===== config.mk =====
export PLATFORM = sky130hd
export DESIGN_NAME = vidstream_bridge
export DESIGN_NICKNAME = d
export VERILOG_FILES = /design/src/rtl/vsb_pkg.sv /design/src/rtl/vsb_ctrl.sv /design/src/rtl/vsb_datapath.sv /design/src/rtl/vidstream_bridge.sv
export SDC_FILE = /design/constraint.sdc
export NUM_CORES = 1
export LEC_CHECK = 0
export ABC_AREA = 0
export BUFFER_PORTS_ARGS = -buffer_cell sky130_fd_sc_hd__buf_2
export CAP_MARGIN = 20
export CORE_AREA = 4 4 75 77
export DETAILED_ROUTE_END_ITERATION = 10
export DIE_AREA = 0 0 79 81
export PLACE_DENSITY_LB_ADDON = 0.05
export SYNTH_ARGS = -nofsm -noshare
export SYNTH_HDL_FRONTEND = slang
export SYNTH_SLANG_ARGS = --single-unit
export TNS_END_PERCENT = 5

===== constraint.sdc =====
create_clock -name clk -period 2.7 [get_ports clk]
set_clock_uncertainty 0.2 [all_clocks]
set_input_delay 0.27 -clock clk [delete_from_list [all_inputs] [get_ports clk]]
set_output_delay 0.27 -clock clk [all_outputs]
set_load 0.1 [all_outputs]

===== src/rtl/vsb_pkg.sv =====
package vsb_pkg;

  // Per-cycle commands from the control to the datapath
  typedef struct packed {
    logic loadHold;  // capture pixData into the holding stage
    logic holdSof;   // start-of-frame bit for the pixel being captured
    logic pushHold;  // move the held pixel into the FIFO
    logic pushEol;   // the pixel being moved ends its line
  } vsbStrobes_t;

endpackage


===== src/rtl/vsb_ctrl.sv =====
module vsb_ctrl
  import vsb_pkg::*;
#(
  parameter bit SYNC_ACTIVE_LOW = 1'b0
) (
  input  logic        clk,
  input  logic        rstN,
  input  logic        frameSync,
  input  logic        lineSync,
  input  logic        pixValid,
  output vsbStrobes_t strobes
);

  localparam logic POL = SYNC_ACTIVE_LOW;

  logic frameAct, lineAct;
  logic framePrev, linePrev;
  logic sofPending, holdValid;
  logic frameRise, lineEnd;

  // Normalise polarity so everything below is active-high
  assign frameAct  = frameSync ^ POL;
  assign lineAct   = lineSync ^ POL;
  assign frameRise = frameAct & ~framePrev;
  assign lineEnd   = linePrev & ~lineAct;

  always_comb begin
    strobes.loadHold = pixValid & lineAct;
    strobes.holdSof  = sofPending | frameRise;
    strobes.pushHold = holdValid & ((pixValid & lineAct) | lineEnd);
    strobes.pushEol  = lineEnd;
  end

  always_ff @(posedge clk) begin
    if (!rstN) begin
      framePrev  <= 1'b0;
      linePrev   <= 1'b0;
      sofPending <= 1'b0;
      holdValid  <= 1'b0;
    end else begin
      framePrev <= frameAct;
      linePrev  <= lineAct;
      if (strobes.loadHold)      sofPending <= 1'b0;
      else if (frameRise)        sofPending <= 1'b1;
      if (strobes.loadHold)      holdValid  <= 1'b1;
      else if (lineEnd)          holdValid  <= 1'b0;
    end
  end


  sof_arm_chk: assert property (@(posedge clk) disable iff (!rstN)
    frameRise && !(pixValid && lineAct) |=> sofPending);


  line_flush_chk: assert property (@(posedge clk) disable iff (!rstN)
    lineEnd |=> !holdValid);

endmodule


===== src/rtl/vsb_datapath.sv =====
module vsb_datapath
  import vsb_pkg::*;
#(
  parameter int DATA_W     = 8,
  parameter int FIFO_DEPTH = 4
) (
  input  logic              clk,
  input  logic              rstN,
  input  vsbStrobes_t       strobes,
  input  logic [DATA_W-1:0] pixData,
  output logic [DATA_W-1:0] outData,
  output logic              outValid,
  input  logic              outReady,
  output logic              outSof,
  output logic              outEol,
  output logic              overflow
);

  localparam int PTR_W   = (FIFO_DEPTH > 1) ? $clog2(FIFO_DEPTH) : 1;
  localparam int CNT_W   = $clog2(FIFO_DEPTH + 1);
  localparam int ENTRY_W = DATA_W + 2;
  localparam logic [CNT_W-1:0] FULL_CNT = CNT_W'(FIFO_DEPTH);
  localparam logic [PTR_W-1:0] LAST_PTR = PTR_W'(FIFO_DEPTH - 1);

  logic [DATA_W-1:0]  holdData;
  logic               holdSofR;
  logic [ENTRY_W-1:0] mem [FIFO_DEPTH];
  logic [PTR_W-1:0]   wrPtr, rdPtr;
  logic [CNT_W-1:0]   count;
  logic               fifoFull, doWrite, doRead;
  logic [ENTRY_W-1:0] headEntry;

  assign fifoFull  = (count == FULL_CNT);
  assign doWrite   = strobes.pushHold & ~fifoFull;
  assign doRead    = outValid & outReady;
  assign headEntry = mem[rdPtr];

  assign outValid = (count != '0);
  assign outData  = headEntry[ENTRY_W-1:2];
  assign outSof   = headEntry[1];
  assign outEol   = headEntry[0];

  // Holding stage: one pixel of lookahead for the end-of-line decision
  always_ff @(posedge clk) begin
    if (!rstN) begin
      holdData <= '0;
      holdSofR <= 1'b0;
    end else if (strobes.loadHold) begin
      holdData <= pixData;
      holdSofR <= strobes.holdSof;
    end
  end

  always_ff @(posedge clk) begin
    if (doWrite) mem[wrPtr] <= {holdData, holdSofR, strobes.pushEol};
  end

  always_ff @(posedge clk) begin
    if (!rstN) begin
      wrPtr    <= '0;
      rdPtr    <= '0;
      count    <= '0;
      overflow <= 1'b0;
    end else begin
      if (doWrite) wrPtr <= (wrPtr == LAST_PTR) ? '0 : wrPtr + 1'b1;
      if (doRead)  rdPtr <= (rdPtr == LAST_PTR) ? '0 : rdPtr + 1'b1;
      case ({doWrite, doRead})
        2'b10:   count <= count + 1'b1;
        2'b01:   count <= count - 1'b1;
        default: count <= count;
      endcase
      if (strobes.pushHold && fifoFull) overflow <= 1'b1;
    end
  end


  overflow_sticky_chk: assert property (@(posedge clk) disable iff (!rstN)
    overflow |=> overflow);


  full_drop_chk: assert property (@(posedge clk) disable iff (!rstN)
    strobes.pushHold && fifoFull |=> overflow);


  fifo_bound_chk: assert property (@(posedge clk) disable iff (!rstN)
    count <= FULL_CNT);


  out_stable_chk: assert property (@(posedge clk) disable iff (!rstN)
    outValid && !outReady |=> outValid && $stable(outData) && $stable(outSof) && $stable(outEol));

endmodule


===== src/rtl/vidstream_bridge.sv =====
module vidstream_bridge
  import vsb_pkg::*;
#(
  parameter int DATA_W          = 8,
  parameter int FIFO_DEPTH      = 4,
  parameter bit SYNC_ACTIVE_LOW = 1'b0
) (
  input  logic              clk,
  input  logic              rstN,
  input  logic [DATA_W-1:0] pixData,
  input  logic              pixValid,
  input  logic              frameSync,
  input  logic              lineSync,
  output logic [DATA_W-1:0] outData,
  output logic              outValid,
  input  logic              outReady,
  output logic              outSof,
  output logic              outEol,
  output logic              overflow
);

  vsbStrobes_t strobes;

  vsb_ctrl #(
    .SYNC_ACTIVE_LOW(SYNC_ACTIVE_LOW)
  ) u_ctrl (
    .clk      (clk),
    .rstN     (rstN),
    .frameSync(frameSync),
    .lineSync (lineSync),
    .pixValid (pixValid),
    .strobes  (strobes)
  );

  vsb_datapath #(
    .DATA_W    (DATA_W),
    .FIFO_DEPTH(FIFO_DEPTH)
  ) u_datapath (
    .clk     (clk),
    .rstN    (rstN),
    .strobes (strobes),
    .pixData (pixData),
    .outData (outData),
    .outValid(outValid),
    .outReady(outReady),
    .outSof  (outSof),
    .outEol  (outEol),
    .overflow(overflow)
  );

endmodule


* After elaboration in Yosys (flattened, before gate mapping)
Memory sizes are Yosys's and may differ from the RTL's. A register that Yosys moved wholly into a read port is not among the register bits. Cells that the tools add are included.
Word-level totals: register bits 21, bits in writable memories 40, output and inout port bits 12, word-level logic and storage cells 46, memories 1
Memory list:
- u_datapath.mem | words 4, bits a word 10, read ports 1, clocked after memory_dff 1, wr ports 1, RTL line vsb_datapath.sv:27 | logic [ENTRY_W-1:0] mem [FIFO_DEPTH];
Cells by class: add/sub/neg operators 4, eq/ne operators 5, muxes and demuxes 9, bitwise operators 12, reduce and logical (&&, ||, !) cells 5
Operators by type and width (count):
- 2-bit 2-to-1 mux | 4
- 1-bit bitwise AND | 6
- 2-bit equality test (second input constant) | 3
- 3-bit one-hot mux with 2 select lines | 1
- 2-bit by 1-bit adder with 2-bit output (second input constant) | 2
- 1-bit 2-to-1 mux | 4
- 1-bit NOT | 4
- 2-bit nonzero test | 2
- 3-bit by 1-bit adder with 3-bit output (second input constant) | 1
- 3-bit equality test (second input constant) | 1
- 3-bit nonzero test | 1
- 3-bit by 1-bit subtractor with 3-bit output (second input constant) | 1
- 2-bit by 1-bit equality test with 1-bit output (second input constant) | 1
- 1-bit bitwise OR | 2
- 2-bit OR reduction | 1
- 1-bit logical AND | 1

* Logic depth before layout (Yosys ltp)
Gate-level depths: netlist of run 1.
word-level depth 7, depth in mapped cells 10, gate-level depth less buffers 9

* Modules after synthesis
From an unflattened synthesis of run 1, not the netlist that was laid out.
Second synthesis, totals: cells, all modules 157, area total of the unflattened synthesis 2476.1 um2
Modules (own cells, without submodules):
- vsb_datapath | times used 1, cells an instance 139, area each 2302.2 um2
- vsb_ctrl | times used 1, cells an instance 18, area each 173.9 um2

* Least setup slack after synthesis of run 1
No wires, ideal clock.
path type register -> register, from register u_datapath.count[0], to register u_datapath.count[2], setup time 71 ps, arrival 2287 ps, setup slack 142 ps, stages on the path, launching flop included 11, path buffers 1, path through dfxtp_1 -> or3b_1 -> and3_1 -> buf_6 -> inv_1 -> ha_1 -> inv_1 -> fa_1 -> xor2_1 -> or3_2 -> a21oi_1
Between the ends: word-level cells in the longest chain between the ends 5, elaborated cells on any way between the ends 11, classes of those cells 2 x add/sub; 3 x eq/ne; 1 x mux; 3 x bitwise; 2 x reduce/logical
RTL lines:
- from (decl) | RTL line vsb_datapath.sv:29 | logic [CNT_W-1:0] count;
- from (signal assigned) | RTL line vsb_datapath.sv:68 | 2'b10: count <= count + 1'b1;
- from (signal assigned) | RTL line vsb_datapath.sv:69 | 2'b01: count <= count - 1'b1;
- from (signal assigned) | RTL line vsb_datapath.sv:70 | default: count <= count;
- 3-bit equality test | RTL line vsb_datapath.sv:33 | assign fifoFull = (count == FULL_CNT);
- 1-bit NOT | RTL line vsb_datapath.sv:34 | assign doWrite = strobes.pushHold & ~fifoFull;
- 1-bit bitwise AND | RTL line vsb_datapath.sv:34
- 2-bit by 1-bit equality test with 1-bit output / 2-bit equality test (equally long branches) | RTL line vsb_datapath.sv:67 | case ({doWrite, doRead})
- 3-bit one-hot mux with 2 select lines / 2-bit nonzero test (equally long branches)
Several ways; a longest one is shown, not always the timed one. A chain may end at the register's enable or synchronous reset.

* Final worst setup path of run 1
from register u_datapath.count[1], to register u_datapath.count[2]
The elaborated chain is that of the path after synthesis.

==> flow_metrics.py, run 1 <==
metrics = {
    "min_path": {
        "hold_path_depth": 2,
        "min_to": "u_ctrl.framePrev",
        "hold_start": "rstN",
        "hp-class": "primary input to flop",
    },
    "power_and_ir_drop": {
        "netSwitchingPower_uw": 632,
        "pwr-share-clk_pct": 39.2,
        "p_seq_share_pct": 46.3,
        "p_per_area_nw_per_um2": 783,
        "power.internal_mw": 1.69,
        "switching_share_pct": 27.2,
        "ir_drop_mv": 0.303,
        "total_power_mw": 2.32,
        "combPwrFrac_pct": 14.5,
        "leakage_nw": 1.10,
    },
    "global_routing": {
        "track_usage_pct": 15.1,
        "grt_max_degree": 18,
        "grt_pass1_wl_um": 6900,
        "grt_pass1_vias": 1400,
        "antenna_found_initial": 0,
        "grt.overflow.total": 0,
    },
    "final_layout": {
        "finalNonFillerCells": 282,
        "mostFrequentLayoutCell": "edfxtp_1",
        "stdcell_area_sq_um": 2960,
        "fillers": 433,
        "fin_util_pct": 59.1,
        "layout-drive-gt1-share_pct": 29.7,
        "final_cell_mix": "edfxtp_1 (40), buf_2 (25), nand2_1 (21), dfxtp_1 (21), a21oi_1 (13)",
        "nNetsFinal": 228,
        "area_growth_pct": 23.0,
        "diodes": 0,
    },
    "synth": {
        "synth-edff-count": 40,
        "syn_avg_cell_area_sq_um": 14.9,
        "synth_fp_nets": 183,
        "synth_cell_types": 29,
        "async_flop_share_pct": 0,
        "yosysSeqAreaShare_pct": 69.0,
        "ys_warn_count": 0,
        "ys_seq_elements": 63,
        "syn-instance-count": 162,
        "syn_area_sq_um": 2410,
        "synth-main-ff-cell": "edfxtp_1",
    },
    "critical_path": {
        "r2r_cells": 9,
        "r2r-start": "u_datapath.count[1]",
        "critPathCaptureType": "flop",
        "crit_fanout": 6,
        "path_class": "flop to flop",
        "r2r-end": "u_datapath.count[2]",
        "worstPathRequired_ns": 2.76,
        "worst_setup_path_start_kind": "flop",
        "r2r_slack_ns": 0.1,
        "arrival_ns": 2.67,
    },
    "run_status": {
        "outcome": "complete, no violations",
    },
    "clock_network": {
        "post-cts-setup-buffer-count": 0,
        "path_clk_slew_ns": 0.07,
        "tritoncts": "done",
        "cts_root_buf": "clkbuf_8",
        "clk_latency_ns": 0.33,
        "cts_max_path_buffers": 2,
        "cts-buffers-inserted": 9,
        "cts_max_level": 3,
        "numClockSinks": 63,
    },
    "place": {
        "dp_hpwl_um": 2820,
        "dp.cells": 256,
        "placed_area_sq_um": 2620,
        "gp_congestion": 0.781,
        "port_buffers": 25,
        "place_ws_ns": 0.105,
    },
    "timing": {
        "max_slew_margin_pct": 61.9,
        "timing.final.ws_setup_ns": 0.0954,
        "rsz0062_at_grt": "false",
        "fin_tns_setup_ns": 0,
        "worst_slew_pin_slew_ns": 0.572,
        "clock.fmax_ghz": 0.384,
        "finalHoldViolCount": 0,
        "setup_viol": 0,
        "slew_viol_final": 0,
        "min_period_ns": 2.60,
        "final.period_utilization_pct": 96.5,
        "hold_ws_ns": 0.0281,
    },
    "floorplan": {
        "std_cell_rows": 26,
        "ioPinCount": 26,
        "core-area_sq_um": 5010,
        "dieArea_sq_um": 6400,
        "die_y_um": 81,
        "start_util_pct": 48.1,
        "fp.dieW_um": 79,
    },
    "route": {
        "viasPerCell": 4.98,
        "drtPass1Iterations": 4,
        "drtIter0Drc": 82,
        "wl_per_cell_um": 15.1,
        "vias": 1403,
        "drc_errors": 0,
        "drt-total-wl_um": 4260,
        "postRouteAntennaNets": 0,
    },
    "flow_run": {
        "maxCapViolCount": 0,
    },
}
## power groups by stage
stage	combinational, mW	clock [mW]	sequential (mW)
after global routing	0.357	0.971	1.08
after detailed placement	0.326	0	1.10
after floorplan	0.271	0	1.08
after CTS	0.339	0.925	1.07
final	0.337	0.909	1.07
after global placement	0.318	0	1.09
## worst max path at each step
stage / start / end / slack (ns) / cells after the start
finish: u_datapath.count[1] / u_datapath.count[2] / 0.1 / 9
global route: u_datapath.count[0] / u_datapath.count[2] / 0.01 / 9
detailed placement: u_datapath.count[2] / u_datapath.count[2] / 0.10 / 9
global placement: u_datapath.count[2] / u_datapath.count[2] / 0.21 / 9
CTS: u_datapath.count[2] / u_datapath.count[2] / 0.08 / 9
floorplan: u_datapath.count[0] / u_datapath.count[2] / 0.14 / 10
## metal layers
layer	wire length, um	vias up	global-route usage (%)
met5	0	-	0
met2	2110	40	24.7
met4	119	0	9.79
met1	1810	672	18.3
li1	-	678	-
met3	211	13	2.99
## flip-flops by register name, summed over array words and instances (netlist names), named ones only
| signal | flops |
|---|---|
| u_ctrl.framePrev | 1 |
| u_ctrl.holdValid | 1 |
| u_ctrl.linePrev | 1 |
| u_ctrl.sofPending | 1 |
| u_datapath.count | 3 |
| u_datapath.holdData | 8 |
| u_datapath.holdSofR | 1 |
| u_datapath.mem | 40 |
| u_datapath.overflow | 1 |
| u_datapath.rdPtr | 2 |
| u_datapath.wrPtr | 2 |
## critical path: stages, from the launching register on
cell and delay (ns):
dfxtp_1 0.36, or3b_1 0.36, and3_1 0.19, inv_1 0.07, ha_2 0.19, inv_1 0.05, fa_1 0.38, xor2_1 0.17
or3_2 0.41, a21oi_1 0.15
## cells in the mapped netlist, drive strengths merged, types with 2 or more instances
master	count	area, sq um
edfxtp	40	1200
dfxtp	23	460
nand2	21	78.8
a21oi	13	65.1
mux4	10	225
inv	9	33.8
nor2	8	30.0
and2	7	46.3
ha	6	75.1
or3	4	27.5
buf	3	20.0
mux2i	3	30.0
clkbuf	2	7.51
xor2	2	17.5
## cell type report
| cell class | instances | area, sq um | area share [%] |
|---|---|---|---|
| clock buffers | 11 | 174 | 5.87 |
| well taps | 70 | 87.6 | 2.96 |
| clock inverters | 5 | 60.1 | 2.03 |
| multi-input cells | 84 | 684 | 23.1 |
| flip-flops and latches | 63 | 1660 | 56.2 |
| repair buffers | 39 | 255 | 8.61 |
| inverters | 10 | 37.5 | 1.27 |
## logic make-up (layout without fill, tap and decap cells)
family / Yosys count / in the layout / share of synthesized area, %
xor gates and xnor gates: 2 / 2 / 0.727
adders and majority gates: 7 / 7 / 3.95
AOI/OAI and AO/OA: 17 / 17 / 3.90
muxes: 14 / 14 / 11.1
and+or+nand+nor: 44 / 44 / 8.68
buffers and inverters: 15 / 65 / 2.70
DFF: 63 / 63 / 69.0
## timing repair
item,in CTS,in global routing
hold buffers,10,0
endpoints found under the setup margin,0,1
hold endpoints to repair,10,0
gates resized for setup,0,3
Power figures use the tool's default switching activity.
==> run 2, diff against run 1 <==
==> constraint.sdc (replaced) <==
create_clock -name clk -period 2.7 [get_ports clk]
set_clock_uncertainty 0.2 [all_clocks]
set_input_delay 0.27 -clock clk [delete_from_list [all_inputs] [get_ports clk]]
set_output_delay 0.27 -clock clk [all_outputs]
set_load 0.01 [all_outputs]
==> run 2 against run 1 <==
Net effect:
- critical path depth unchanged
- sequential share of layout area up 0.40 points
- register-to-register slack better by 0.03 ns
- critical path type unchanged
- combinational power down 44%
- first-iteration DRC count grew 9.8%
- highest routed layer unchanged
- maximum frequency grew 1.0%
- clock power down 5.5%
- cell count is the same
==> flow_metrics.py, run 2 (synthesis results as in run 1) <==
metrics = {
    "clock_network": {
        "path_clk_slew_ns": 0.07,
        "post-cts-setup-buffer-count": 0,
        "cts_max_path_buffers": 2,
        "clk_latency_ns": 0.32,
        "tritoncts": "done",
        "cts-buffers-inserted": 9,
        "cts_max_level": 3,
        "cts_root_buf": "clkbuf_8",
        "numClockSinks": 63,
    },
    "critical_path": {
        "crit_top_cell": "inv_1",
        "cpPeakStageDelay_ns": 0.42,
        "r2r_slack_ns": 0.12,
        "path_class": "flop to flop",
        "worst_setup_path_start_kind": "flop",
        "critPathCaptureType": "flop",
        "arrival_ns": 2.64,
        "crit_chain": "or3b_1 -> and3_1 -> inv_1 -> ha_1 -> inv_1 -> fa_1 -> xor2_1 -> or3_2 -> a21oi_2",
        "worstPathRequired_ns": 2.76,
        "slowest_stage": "or3_2",
        "crit_fanout": 6,
    },
    "timing": {
        "setup_viol": 0,
        "finalHoldViolCount": 0,
        "fin_tns_setup_ns": 0,
        "clock.fmax_ghz": 0.388,
        "final.period_utilization_pct": 95.5,
        "min_period_ns": 2.58,
        "timing.final.ws_setup_ns": 0.122,
        "rsz0062_at_grt": "false",
        "slew_viol_final": 0,
        "worst_slew_pin_slew_ns": 0.561,
        "max_slew_margin_pct": 62.6,
    },
    "route": {
        "wl_per_cell_um": 14.6,
        "postRouteAntennaNets": 0,
        "drc_errors": 0,
        "drtPass1Iterations": 4,
        "vias": 1368,
        "drt-total-wl_um": 4130,
        "drtIter0Drc": 90,
        "viasPerCell": 4.85,
    },
    "power_and_ir_drop": {
        "leakage_nw": 1.09,
        "p_per_area_nw_per_um2": 722,
        "ir_drop_mv": 0.439,
    },
    "final_layout": {
        "area_growth_pct": 22.2,
        "multiInputGateArea_sq_um": 686,
        "layout-drive-gt1-share_pct": 29.7,
        "fillers": 421,
        "largest_register_ffs": 40,
        "finalNonFillerCells": 282,
        "diodes": 0,
        "reg_top3": "u_datapath.mem (40), u_datapath.holdData (8), u_datapath.count (3)",
        "nNetsFinal": 228,
        "register_area_sq_um": 1670,
        "regMostFlops": "u_datapath.mem",
        "mostFrequentLayoutCell": "edfxtp_1",
        "stdcell_area_sq_um": 2940,
        "final_cell_mix": "edfxtp_1 (40), buf_2 (25), nand2_1 (21), dfxtp_1 (20), a21oi_1 (12)",
        "fin_util_pct": 58.8,
    },
    "floorplan": {
        "die_y_um": 81,
        "dieArea_sq_um": 6400,
        "start_util_pct": 48.1,
        "fp.dieW_um": 79,
        "ioPinCount": 26,
        "core-area_sq_um": 5010,
        "std_cell_rows": 26,
    },
    "place": {
        "placed_area_sq_um": 2620,
        "dp.cells": 256,
        "gp_congestion": 0.761,
        "place_ws_ns": 0.128,
        "port_buffers": 25,
        "dp_hpwl_um": 2710,
    },
    "flow_run": {
        "maxCapViolCount": 0,
    },
    "global_routing": {
        "grt_pass1_vias": 1415,
        "track_usage_pct": 14.6,
        "grt.overflow.total": 0,
        "grt_max_degree": 19,
        "grt_pass1_wl_um": 6690,
        "antenna_found_initial": 0,
    },
    "run_status": {
        "outcome": "complete, no violations",
    },
    "min_path": {
        "hp-class": "primary input to flop",
    },
}
run 2: metrics by stage:
step / power, mW / hold WS (ns)
finish: 2.12 / 0.0329
global route: 2.21 / 0.0289
CTS: 2.14 / 0.0201
detailed placement: 1.28 / 0.271
global placement: 1.27 / 0.271
floorplan: 1.21 / 0.192
run 2: final cells by class:
cell class	instances	area share, %
clock inverters	6	2.89
repair buffers	39	8.67
clock buffers	10	4.33
flip-flops and latches	63	56.6
multi-input cells	84	23.3
inverters	10	1.27
well taps	70	2.97
run 2: worst max-delay path: cells and delay by family (launching register included):
kind / cells / cell delay, ns
simple gates: 3 / 0.96
fa+ha+maj: 2 / 0.56
flops: 1 / 0.37
xor+xnor: 1 / 0.16
compound gates: 1 / 0.14
buf+inv: 2 / 0.11
run 2: power breakdown:
group          switching (mW)  total (mW)  internal, mW
sequential             0.0275        1.08          1.05
clock                   0.343       0.859         0.516
combinational          0.0893       0.189        0.0996
total                   0.460        2.12          1.66
run 2: path summary, 6_finish.rpt:
| kind | start | endpoint | depth (start not counted) |
|---|---|---|---|
| worst max-delay path | u_datapath.count[2] | u_datapath.count[2] | 9 |
| worst min-delay path | rstN | u_ctrl.linePrev | 2 |
| worst max register to register | u_datapath.count[2] | u_datapath.count[2] | 9 |
| worst min register to register | u_datapath.overflow | u_datapath.overflow | 2 |
run 2: repair_timing:
action,in CTS,in global routing
resized for setup,0,4
hold buffers,10,0
hold endpoints to repair,10,0
setup endpoints to repair,0,1
run 2: metal layers:
| layer | share of wire, % | wire length (um) | global-route usage (%) |
|---|---|---|---|
| met3 | 4.5 | 186 | 4.32 |
| met5 | 0 | 0 | 0 |
| met4 | 1.7 | 70 | 6.87 |
| met2 | 52 | 2160 | 25.8 |
| met1 | 41 | 1710 | 16.3 |
